$ cat src/rtl/pccard_cfg_pkg.sv
package pccard_cfg_pkg;
  localparam logic [7:0] OFF_OPTION = 8'h00;
  localparam logic [7:0] OFF_STATUS = 8'h02;
  localparam logic [7:0] OFF_PINREP = 8'h04;
  localparam logic [7:0] OPT_MASK   = 8'hCF;
  localparam logic [7:0] STAT_KEEP  = 8'h82;
  localparam logic [7:0] STAT_LOAD  = 8'h74;
  localparam logic [7:0] PIN_CONST  = 8'h0C;
  localparam int         STAT_PWR_BIT = 2;
  localparam int         STAT_INT_BIT = 1;
  localparam int         OPT_SRST_BIT = 7;

  // Computed card-information byte for lookup index i.
  function automatic logic [7:0] cis_byte(input logic [7:0] i);
    return (i * 8'd29) + 8'd7;
  endfunction
endpackage

$ cat src/rtl/pccard_cis_rom.sv
module pccard_cis_rom #(
  parameter int ADDR_W  = 12,
  parameter int CIS_LEN = 64
) (
  input  logic [ADDR_W-1:0] addr,
  output logic [7:0]        data
);
  import pccard_cfg_pkg::*;
  localparam logic [ADDR_W-1:0] LEN_A = ADDR_W'(CIS_LEN);

  always_comb begin
    if (addr < LEN_A) data = cis_byte(addr[7:0]);
    else              data = 8'h00;
  end
endmodule

$ cat src/rtl/pccard_cfg_state.sv
module pccard_cfg_state #(
  parameter int ADDR_W = 12
) (
  input  logic              clk,
  input  logic              rst_n,
  input  logic              wr_en,
  input  logic [ADDR_W-1:0] wr_off,
  input  logic [7:0]        wr_data,
  input  logic              ctl_wr,
  input  logic              ctl_ien_off,
  input  logic              ctl_srst,
  output logic [7:0]        opt_q,
  output logic [7:0]        stat_q,
  output logic              crdy_q,
  output logic [1:0]        ctrl_q,
  output logic              rst_pend
);
  import pccard_cfg_pkg::*;
  localparam logic [ADDR_W-1:0] O_OPT = ADDR_W'(OFF_OPTION);
  localparam logic [ADDR_W-1:0] O_STA = ADDR_W'(OFF_STATUS);

  logic wr_opt, wr_sta, trig;
  assign wr_opt = wr_en && (wr_off == O_OPT);
  assign wr_sta = wr_en && (wr_off == O_STA);
  assign trig   = (wr_opt && wr_data[OPT_SRST_BIT]) || (ctl_wr && ctl_srst);

  always_ff @(posedge clk or negedge rst_n) begin
    if (!rst_n) begin
      opt_q    <= '0;
      stat_q   <= '0;
      crdy_q   <= 1'b0;
      ctrl_q   <= '0;
      rst_pend <= 1'b0;
    end else if (rst_pend) begin
      opt_q    <= '0;
      stat_q   <= '0;
      crdy_q   <= 1'b0;
      ctrl_q   <= '0;
      rst_pend <= 1'b0;
    end else begin
      if (wr_opt) opt_q <= wr_data & OPT_MASK;
      if (wr_sta) begin
        stat_q <= (stat_q & STAT_KEEP) | (wr_data & STAT_LOAD);
        if (stat_q[STAT_PWR_BIT] != wr_data[STAT_PWR_BIT]) crdy_q <= 1'b1;
      end
      if (ctl_wr) ctrl_q <= {ctl_srst, ctl_ien_off};
      rst_pend <= trig;
    end
  end
endmodule

$ cat src/rtl/pccard_irq_gate.sv
module pccard_irq_gate (
  input  logic       dev_irq,
  input  logic [1:0] ctrl_q,
  input  logic       opt_srst,
  output logic       slot_irq
);
  always_comb slot_irq = !dev_irq && (ctrl_q == 2'b00) && !opt_srst;
endmodule

$ cat src/rtl/pccard_attr_regs.sv
module pccard_attr_regs #(
  parameter int ADDR_W   = 12,
  parameter int CFG_BASE = 'h200,
  parameter int CIS_LEN  = 64
) (
  input  logic              clk,
  input  logic              rst_n,
  input  logic              acc_valid,
  input  logic              acc_write,
  input  logic [ADDR_W-1:0] acc_addr,
  input  logic [7:0]        acc_wdata,
  output logic [7:0]        acc_rdata,
  input  logic              ctl_wr,
  input  logic              ctl_ien_off,
  input  logic              ctl_srst,
  input  logic              dev_irq,
  output logic              slot_irq_o,
  output logic              dev_rst_o
);
  import pccard_cfg_pkg::*;
  localparam logic [ADDR_W-1:0] BASE_A = ADDR_W'(CFG_BASE);
  localparam logic [ADDR_W-1:0] O_OPT  = ADDR_W'(OFF_OPTION);
  localparam logic [ADDR_W-1:0] O_STA  = ADDR_W'(OFF_STATUS);
  localparam logic [ADDR_W-1:0] O_PIN  = ADDR_W'(OFF_PINREP);

  logic              in_regs;
  logic [ADDR_W-1:0] off;
  logic [7:0]        rom_data, opt_q, stat_q;
  logic              crdy_q, rst_pend;
  logic [1:0]        ctrl_q;

  assign in_regs = (acc_addr >= BASE_A);
  assign off     = acc_addr - BASE_A;

  pccard_cis_rom #(.ADDR_W(ADDR_W), .CIS_LEN(CIS_LEN)) u_rom (
    .addr(acc_addr), .data(rom_data)
  );

  pccard_cfg_state #(.ADDR_W(ADDR_W)) u_state (
    .clk(clk), .rst_n(rst_n),
    .wr_en(acc_valid && acc_write && in_regs),
    .wr_off(off), .wr_data(acc_wdata),
    .ctl_wr(ctl_wr), .ctl_ien_off(ctl_ien_off), .ctl_srst(ctl_srst),
    .opt_q(opt_q), .stat_q(stat_q), .crdy_q(crdy_q),
    .ctrl_q(ctrl_q), .rst_pend(rst_pend)
  );

  pccard_irq_gate u_irq (
    .dev_irq(dev_irq), .ctrl_q(ctrl_q),
    .opt_srst(opt_q[OPT_SRST_BIT]), .slot_irq(slot_irq_o)
  );

  assign dev_rst_o = rst_pend;

  always_comb begin
    acc_rdata = 8'h00;
    if (!in_regs) acc_rdata = rom_data;
    else if (off == O_OPT) acc_rdata = opt_q;
    else if (off == O_STA) begin
      acc_rdata = stat_q;
      acc_rdata[STAT_INT_BIT] = dev_irq && !ctrl_q[0];
    end
    else if (off == O_PIN) acc_rdata = PIN_CONST | {2'b00, crdy_q, 5'b00000};
  end
endmodule

$ cat config.mk
export PLATFORM = sky130hd
export DESIGN_NAME = pccard_attr_regs
export DESIGN_NICKNAME = d
export VERILOG_FILES = /design/src/rtl/pccard_cfg_pkg.sv /design/src/rtl/pccard_cis_rom.sv /design/src/rtl/pccard_cfg_state.sv /design/src/rtl/pccard_irq_gate.sv /design/src/rtl/pccard_attr_regs.sv
export SDC_FILE = /design/constraint.sdc
export NUM_CORES = 1
export LEC_CHECK = 0
export CORE_MARGIN = 3
export CORE_UTILIZATION = 50
export CTS_BUF_LIST = sky130_fd_sc_hd__clkbuf_2
export CTS_CLUSTER_SIZE = 20
export DETAILED_ROUTE_END_ITERATION = 16
export GPL_ROUTABILITY_DRIVEN = 0
export GPL_TIMING_DRIVEN = 0
export PLACE_DENSITY = 0.89
export SETUP_SLACK_MARGIN = 0.2
export SLEW_MARGIN = 20
export SYNTH_ARGS = -nofsm -noshare
export SYNTH_HDL_FRONTEND = slang
export SYNTH_HIERARCHICAL = 1
export SYNTH_SLANG_ARGS = --single-unit
$ cat constraint.sdc
create_clock -name clk -period 6.4 [get_ports clk]
set_input_delay 1.92 -clock clk [delete_from_list [all_inputs] [get_ports clk]]
set_output_delay 1.92 -clock clk [all_outputs]
set_load 0.03 [all_outputs]
==> impl_metrics.csv, run 1 <==
group,metric,value,unit
worst_setup_path,r2r-start,"u_state/rst_pend$_DFF_PN0_",
timing,relSlewSlack,59.3,%
grt,grt_pass1_wl,6240,um
drt,drc_errors,0,
drt,totalWireLength,3970,um
cts,cts_buffers,3,
drt,postRouteAntennaNets,0,
power_and_ir_drop,p_int,0.224,mW
timing,worst_slack,-0.0497,ns
floorplanning,die_h,64.8,um
cts,clk_latency,0.25,ns
timing,final.setup.tns,-0.0793,ns
synth,synth_cells,181,
grt,grt-ovfl-total,0,
layout,final_common_cell,"clkdlybuf4s50_1",
layout,area_growth,40.8,%
power_and_ir_drop,pwr-share-comb,63.5,%
cts,numClockSinks,14,
hold_path,worstHoldStart,"u_state/crdy_q$_DFFE_PN0P_",
cts,path_clk_slew,0.12,ns
layout,fillers,225,
timing,fmax,155,MHz
layout,final_nets,283,
grt,grt_pass1_vias,1457,
power_and_ir_drop,switching_share,36.6,%
layout,multi_input_area,0.00141,mm2
floorplanning,core,0.00318,mm2
timing,rsz0062_at_grt,"yes",
worst_setup_path,max_stage_delay,0.53,ns
power_and_ir_drop,p_per_area,145,mW/mm2
hold_path,min_path_type,"reg -> reg",
grt,antenna_found_initial,0,
worst_setup_path,critical_path_class,"in -> out",
worst_setup_path,critPathLaunch,"acc_addr[2]",
synth,netlist_area,0.00173,mm2
flow_run,cap_viol_max_count,0,
run_status,violations,"negative setup slack",
floorplanning,fp-row-count,20,
synth,syn_avg_cell_area,9.54,um2
floorplanning,initial_utilization,54.3,%
cts,cts_tree,"done",
drt,via_count,1395,
drt,vias_per_cell,5.07,
timing,drv_slew,0,
worst_setup_path,critPathArrivalTime,4.53,ns
run_status,status,"finished, violations left",
drt,drt_iter0_markers,16,
power_and_ir_drop,max-vdd-ir-drop,0.122,mV
timing,worst_pin_slew,0.609,ns
power_and_ir_drop,p_seq_share,26.0,%
floorplanning,pin_count,38,
place,place_hpwl,3050,um
timing,report.final.hold_viol_count,0,
grt,grt_usage,18.6,%
worst_setup_path,critPathLaunchType,"input port",
timing,hold-worst-slack,0.518,ns
worst_setup_path,worstSetupEndpointType,"primary output",
worst_setup_path,required,4.48,ns
grt,grt_max_degree,15,
layout,drive_above_1_share,28.1,%
timing,setup_viol,2,
cts,htreeDepth,1,
floorplanning,dieWidth,64.8,um
worst_setup_path,crit_path_top_delay_cell,"fa_1",
timing,fin_crit_sh,101,%
drt,firstDrtPassIters,4,
timing,fin_skew,0.00292,ns
layout,final_cell_mix,"23 x clkdlybuf4s50_1, 22 x nand2b_1, 18 x mux2i_1, 14 x dfrtp_1, 13 x inv_1",
place,io_buffers,37,
worst_setup_path,crit_path_max_fanout,3,
cts,clockRootBuffer,"clkbuf_2",
cts,cts_buffer_depth,2,
drt,wire_per_inst,14.5,um
power_and_ir_drop,clockPowerShare,10.6,%
timing,period_needed,6.45,ns
power_and_ir_drop,p_sw,0.129,mW
power_and_ir_drop,leakage,1.22,nW
layout,final-seq-area,350,um2
synth,yosysWarnings,6,
worst_setup_path,crit_chain,"buf_12 > clkinvlp_4 > fa_1 > fa_1 > inv_1 > ha_4 > ha_4 > a21o_1 > a21oi_2 > a21o_1 > mux2i_1 > nand2_1 > o21ai_4 > buf_6",
layout,num_antenna_cells,0,
floorplanning,die-area,0.00419,mm2
-- critical path: cells and delay by family --
kind,cells,cell delay (ns)
compound gates,4,0.39
fa+ha+maj,4,1.54
buf+inv,4,0.41
mux,1,0.16
simple gates,1,0.11
-- metal layers --
metal | wire (um) | track usage (%) | vias up
li1 | - | - | 704
met1 | 1560 | 20.8 | 662
met2 | 2280 | 37.7 | 25
met3 | 110 | 1.39 | 4
met4 | 19 | 3.69 | 0
met5 | 0 | 0 | -
-- cell type report --
class / instances / area share, %
flip-flops and latches: 14 / 14.4
clock buffers: 3 / 0.618
inverters: 22 / 3.76
plain buffers: 9 / 2.26
repair buffers: 43 / 18.5
well taps: 44 / 2.26
multi-input cells: 140 / 58.2
-- power groups by stage --
stage	Combinational (mW)	Clock (mW)	Sequential [mW]
floorplan	0.124	0	0.0936
global placement	0.172	0	0.0932
detailed placement	0.176	0	0.0932
CTS	0.198	0.0392	0.0915
global route	0.244	0.0415	0.0917
finish	0.224	0.0372	0.0915
-- state kept, by name, indices dropped and copies added, names as in the netlist --
register          count
u_state/opt_q         6
u_state/stat_q        4
u_state/ctrl_q        2
u_state/crdy_q        1
u_state/rst_pend      1
-- through the flow --
step | std cells | worst slack (ns) | instance area (um2) | util (%) | power, mW
after floorplan | 185 | 0.181 | 1820 | - | 0.218
after global placement | 266 | -1.61 | 2250 | 70.7 | 0.265
after detailed placement | 266 | -1.66 | 2250 | 70.7 | 0.269
after CTS | 272 | -0.0602 | 2330 | 73.3 | 0.329
after global routing | 275 | -0.151 | 2430 | 76.5 | 0.378
final | 275 | -0.0497 | 2430 | 76.5 | 0.352
-- what timing repair did --
item | CTS | global route
pin swaps | 20 | 21
resized for setup | 78 | 16
endpoints found under the setup margin | 7 | 7
hold buffers | 0 | 0
buffers inserted | 3 | 3
-- worst paths after layout --
| check | to | slack, ns | cells past startpoint |
|---|---|---|---|
| max in group asynchronous | u_state/opt_q[7]$_DFFE_PN0P_ | 3.97 | 1 |
| min in group asynchronous | u_state/rst_pend$_DFF_PN0_ | 2.03 | 1 |
| worst max register to register | u_state/crdy_q$_DFFE_PN0P_ | 5.29 | 3 |
| worst min-delay path | u_state/crdy_q$_DFFE_PN0P_ | 0.52 | 2 |
| worst min register to register | u_state/crdy_q$_DFFE_PN0P_ | 0.52 | 2 |
| worst max-delay path | acc_rdata[7] | -0.05 | 14 |
Note: power is estimated with default switching activity, not from simulation.
==> run 2: changes to the inputs <==
- clock period: 6.4 -> 7.3 ns (I/O delays scaled with it)
==> impl_metrics.csv, run 2 (synthesis gave the netlist of run 1 again) <==
group,metric,value,unit
power_and_ir_drop,max-vdd-ir-drop,0.0907,mV
timing,rsz0062_at_grt,"yes",
timing,fin_crit_sh,96.8,%
timing,relSlewSlack,58.0,%
drt,drc_errors,0,
layout,fillers,244,
grt,grt_usage,19.7,%
grt,grt_pass1_vias,1521,
grt,grt-ovfl-total,0,
layout,final-seq-area,350,um2
timing,report.final.hold_viol_count,0,
cts,postCtsHoldBufs,0,
timing,fmax,141,MHz
power_and_ir_drop,p_int,0.183,mW
cts,cts_tree,"done",
layout,largest_reg_flops,6,
power_and_ir_drop,power,0.295,mW
drt,via_count,1410,
worst_setup_path,worstSetupEndpointType,"primary output",
floorplanning,fp-row-count,20,
drt,totalWireLength,3890,um
floorplanning,initial_utilization,54.3,%
layout,final_cell_mix,"26 x clkdlybuf4s50_1, 22 x nand2b_1, 18 x mux2i_1, 14 x inv_1, 14 x dfrtp_1",
layout,drive_above_1_share,23.0,%
floorplanning,dieWidth,64.8,um
timing,worst_pin_slew,0.628,ns
cts,cts_buffer_depth,2,
worst_setup_path,critPathArrivalTime,4.88,ns
layout,area_growth,34.9,%
layout,top_regs,"u_state/opt_q: 6 flops, u_state/stat_q: 4 flops, u_state/ctrl_q: 2 flops",
drt,drt_iter0_markers,53,
timing,final.setup.tns,0,ns
cts,clk_latency,0.26,ns
cts,cts_setup_buffers,0,
drt,vias_per_cell,5.22,
power_and_ir_drop,p_per_area,127,mW/mm2
drt,postRouteAntennaNets,0,
drt,wire_per_inst,14.4,um
cts,clockRootBuffer,"clkbuf_2",
power_and_ir_drop,leakage,1.15,nW
grt,grt_pass1_wl,6540,um
floorplanning,core,0.00318,mm2
worst_setup_path,critical_path_class,"in -> out",
run_status,status,"completed",
layout,multi_input_area,0.00137,mm2
layout,final_common_cell,"clkdlybuf4s50_1",
place,io_buffers,37,
timing,drv_slew,0,
layout,final_nets,277,
worst_setup_path,crit_chain,"buf_6 > inv_2 > fa_1 > fa_1 > inv_1 > ha_4 > ha_4 > a21o_1 > a21oi_2 > nand3_1 > mux2i_1 > nand2_1 > o21ai_2 > buf_6",
floorplanning,pin_count,38,
power_and_ir_drop,p_seq_share,27.3,%
layout,top_register,"u_state/opt_q",
drt,firstDrtPassIters,4,
floorplanning,die_h,64.8,um
worst_setup_path,critPathBufInv,4,
power_and_ir_drop,switching_share,37.8,%
timing,fin_skew,0.00577,ns
cts,path_clk_slew,0.12,ns
timing,period_needed,7.07,ns
worst_setup_path,max_stage_delay,0.53,ns
cts,cts_buffers,3,
worst_setup_path,crit_family,"adder cells",
worst_setup_path,critPathLaunchType,"input port",
worst_setup_path,required,5.11,ns
worst_setup_path,crit_path_top_delay_cell,"fa_1",
grt,antenna_found_initial,0,
cts,htreeDepth,1,
worst_setup_path,crit_path_max_fanout,6,
hold_path,min_path_type,"reg -> reg",
floorplanning,die-area,0.00419,mm2
timing,setup_viol,0,
layout,num_antenna_cells,0,
cts,numClockSinks,14,
power_and_ir_drop,clockPowerShare,11.8,%
flow_run,cap_viol_max_count,0,
power_and_ir_drop,p_sw,0.111,mW
power_and_ir_drop,pwr-share-comb,61.0,%
place,place_hpwl,3050,um
grt,grt_max_degree,15,
[run 2: final cells by class]
| class | count | area share, % |
|---|---|---|
| buffer | 9 | 2.36 |
| clock buffer | 3 | 0.645 |
| clock inverter | 1 | 0.161 |
| inverter | 22 | 3.76 |
| multi-input combinational | 140 | 59.0 |
| sequential | 14 | 15.0 |
| tap | 44 | 2.36 |
| timing repair buffer | 37 | 16.7 |
[run 2: per-stage QoR]
stage          util, %  worst slack [ns]  area, um2  std cells  hold slack, ns
2_1_floorplan        -             0.283       1740        185           0.466
3_3_place_gp      68.2             -1.22       2170        266           0.479
3_5_place_dp      68.2             -1.30       2170        266           0.502
4_1_cts           71.3             0.212       2260        270           0.532
5_1_grt           73.3             0.156       2330        270           0.554
6_report          73.3             0.232       2330        270           0.531
[run 2: power groups by stage]
stage / registers, mW / logic, mW / clock network (mW)
detailed placement: 0.0817 / 0.135 / 0
global route: 0.0807 / 0.194 / 0.0415
CTS: 0.0804 / 0.169 / 0.0371
floorplan: 0.0821 / 0.0902 / 0
global placement: 0.0817 / 0.131 / 0
finish: 0.0803 / 0.180 / 0.0347
[run 2: path summary, 6_finish.rpt]
path,start,endpoint,slack [ns],cells past startpoint
hold / removal,u_state/crdy_q$_DFFE_PN0P_,u_state/crdy_q$_DFFE_PN0P_,0.53,2
setup reg to reg,u_state/rst_pend$_DFF_PN0_,u_state/crdy_q$_DFFE_PN0P_,6.17,3
hold reg to reg,u_state/crdy_q$_DFFE_PN0P_,u_state/crdy_q$_DFFE_PN0P_,0.53,2
min in group asynchronous,rst_n,u_state/ctrl_q[0]$_DFFE_PN0P_,2.30,1
setup / recovery,acc_addr[3],acc_rdata[7],0.23,14
max in group asynchronous,rst_n,u_state/stat_q[5]$_DFFE_PN0P_,4.59,1
[run 2: repair_timing]
item	4_1_cts	5_1_grt
pin swaps	4	12
resized for setup	65	22
endpoints found under the setup margin	6	5
[run 2: worst reg2reg max path, cell delays in order (launching register included)]
cell	delay, ns
dfrtp_1	0.43
clkbuf_1	0.35
nand2b_1	0.18
o31ai_2	0.06
[run 2: layer usage]
metal  vias to the layer above  share of wire [%]  GRT usage [%]
met2                        46                 54           36.5
met1                       661                 41           22.9
li1                        695                  -              -
met4                         0                1.6           8.44
met3                         8                3.8           1.73
met5                         -                  0              0
==> run 3: changes to the inputs <==
- PLACE_DENSITY: 0.89 -> default
- PLACE_DENSITY_LB_ADDON: default -> 0.08
==> impl_metrics.csv, run 3 (synthesis gave the netlist of run 1 again) <==
group,metric,value,unit
run_status,status,"completed",
worst_setup_path,critPathArrivalTime,4.81,ns
timing,report.final.hold_viol_count,0,
layout,postLayoutCellArea,0.00234,mm2
cts,cts_tree,"done",
worst_setup_path,critical_path_class,"in -> out",
drt,firstDrtPassIters,4,
worst_setup_path,critPathBufInv,4,
grt,grt_pass1_vias,1487,
place,place_hpwl,3180,um
timing,rsz0062_at_grt,"no",
timing,period_needed,7.00,ns
power_and_ir_drop,clockPowerShare,12.2,%
power_and_ir_drop,p_int,0.185,mW
timing,relSlewSlack,58.1,%
layout,layout.cells.non_filler,272,
timing,fin_skew,0.00250,ns
grt,antenna_found_initial,0,
power_and_ir_drop,p_per_area,128,mW/mm2
layout,num_antenna_cells,0,
grt,grt_pass1_wl,6730,um
floorplanning,die_h,64.8,um
worst_setup_path,worstSetupEndpointType,"primary output",
place,io_buffers,37,
layout,final_nets,279,
drt,totalWireLength,3920,um
cts,numClockSinks,14,
layout,final_cell_mix,"26 x clkdlybuf4s50_1, 22 x nand2b_1, 18 x mux2i_1, 15 x inv_1, 14 x dfrtp_1",
cts,cts_buffers,3,
drt,drc_errors,0,
drt,drt_iter0_markers,36,
cts,path_clk_slew,0.13,ns
power_and_ir_drop,switching_share,38.0,%
floorplanning,pin_count,38,
floorplanning,core,0.00318,mm2
worst_setup_path,crit_path_max_fanout,8,
layout,top_register,"u_state/opt_q",
power_and_ir_drop,p_sw,0.114,mW
layout,drive_above_1_share,22.4,%
timing,hold-worst-slack,0.528,ns
worst_setup_path,critPathLaunchType,"input port",
layout,largest_reg_flops,6,
power_and_ir_drop,leakage,1.16,nW
timing,fin_crit_sh,95.9,%
power_and_ir_drop,pwr-share-comb,61.0,%
drt,via_count,1401,
timing,drv_slew,0,
cts,postCtsHoldBufs,0,
timing,setup_viol,0,
worst_setup_path,max_stage_delay,0.54,ns
power_and_ir_drop,p_seq_share,26.8,%
hold_path,min_path_type,"reg -> reg",
timing,fmax,143,MHz
layout,area_growth,35.4,%
floorplanning,fp-row-count,20,
drt,postRouteAntennaNets,0,
grt,grt_usage,20.4,%
timing,worst_pin_slew,0.627,ns
cts,htreeDepth,1,
worst_setup_path,crit_path_top_delay_cell,"fa_1",
worst_setup_path,crit_chain,"buf_12 > inv_2 > fa_1 > fa_1 > inv_2 > ha_4 > ha_4 > a21o_1 > a21oi_2 > xor2_1 > nor2_1 > nand2_1 > o21ai_1 > buf_4",
grt,grt-ovfl-total,0,
place,place_area,0.00217,mm2
cts,clockRootBuffer,"clkbuf_2",
worst_setup_path,crit_family,"adder cells",
floorplanning,die-area,0.00419,mm2
floorplanning,dieWidth,64.8,um
cts,cts_buffer_depth,2,
drt,vias_per_cell,5.15,
cts,clk_latency,0.28,ns
place,dp_cells,266,
floorplanning,initial_utilization,54.3,%
layout,top_regs,"u_state/opt_q: 6 flops, u_state/stat_q: 4 flops, u_state/ctrl_q: 2 flops",
power_and_ir_drop,max-vdd-ir-drop,0.116,mV
flow_run,cap_viol_max_count,0,
grt,grt_max_degree,15,
drt,wire_per_inst,14.4,um
worst_setup_path,required,5.11,ns
layout,final_common_cell,"clkdlybuf4s50_1",
[run 3: cell count changes in the layout (fill, tap and decap cells not counted), sizes merged]
cell / previous run / this run
buf: 14 / 17
clkdlybuf4s18: 1 / 0
[run 3: through the flow]
step / utilization (%) / setup TNS, ns / setup WS [ns] / total power, mW
after floorplan: - / 0 / 0.283 / 0.172
after global placement: 68.2 / -4.99 / -1.19 / 0.213
after detailed placement: 68.2 / -5.18 / -1.25 / 0.219
after CTS: 71.1 / 0 / 0.192 / 0.287
after global routing: 73.5 / 0 / 0.217 / 0.321
final: 73.5 / 0 / 0.299 / 0.299
[run 3: final timing paths]
path | from | endpoint | slack (ns) | depth (start not counted)
min in group asynchronous | rst_n | u_state/stat_q[6]$_DFFE_PN0P_ | 2.28 | 1
worst max register to register | u_state/rst_pend$_DFF_PN0_ | u_state/crdy_q$_DFFE_PN0P_ | 6.18 | 3
worst min-delay path | u_state/crdy_q$_DFFE_PN0P_ | u_state/crdy_q$_DFFE_PN0P_ | 0.53 | 2
worst max-delay path | acc_addr[0] | acc_rdata[6] | 0.30 | 14
worst min register to register | u_state/crdy_q$_DFFE_PN0P_ | u_state/crdy_q$_DFFE_PN0P_ | 0.53 | 2
max in group asynchronous | rst_n | u_state/opt_q[3]$_DFFE_PN0P_ | 4.62 | 1
[run 3: layout make-up]
cell class / instances / area, um2
buffer: 9 / 55.1
clock buffer: 3 / 15.0
clock inverter: 1 / 3.75
fill: 256 / 841
inverter: 22 / 87.6
multi-input combinational: 140 / 1360
sequential: 14 / 350
tap: 44 / 55.1
timing repair buffer: 39 / 412
[run 3: power groups by stage]
stage	registers (mW)	logic, mW	clock network [mW]
6_report	0.0802	0.183	0.0364
5_1_grt	0.0805	0.198	0.0430
3_3_place_gp	0.0817	0.131	0
4_1_cts	0.0802	0.167	0.0389
3_5_place_dp	0.0817	0.137	0
2_1_floorplan	0.0821	0.0902	0
[run 3: repair_timing]
| item | CTS | global route |
|---|---|---|
| setup buffers | 1 | 1 |
| resized for setup | 63 | 25 |
| setup endpoints to repair | 6 | 5 |
| pin swaps | 5 | 20 |
[run 3: routing by layer]
metal	GRT usage, %	wire, um	vias up
met5	0	0	-
met4	8.18	118	0
met3	0.867	116	13
met2	40.2	2170	27
met1	22.4	1520	661
li1	-	-	700
[run 3: tightest hold or removal path: stages (launching register included)]
cell,delay (ns)
dfrtp_1,0.37
nand2b_1,0.07
o31ai_2,0.06
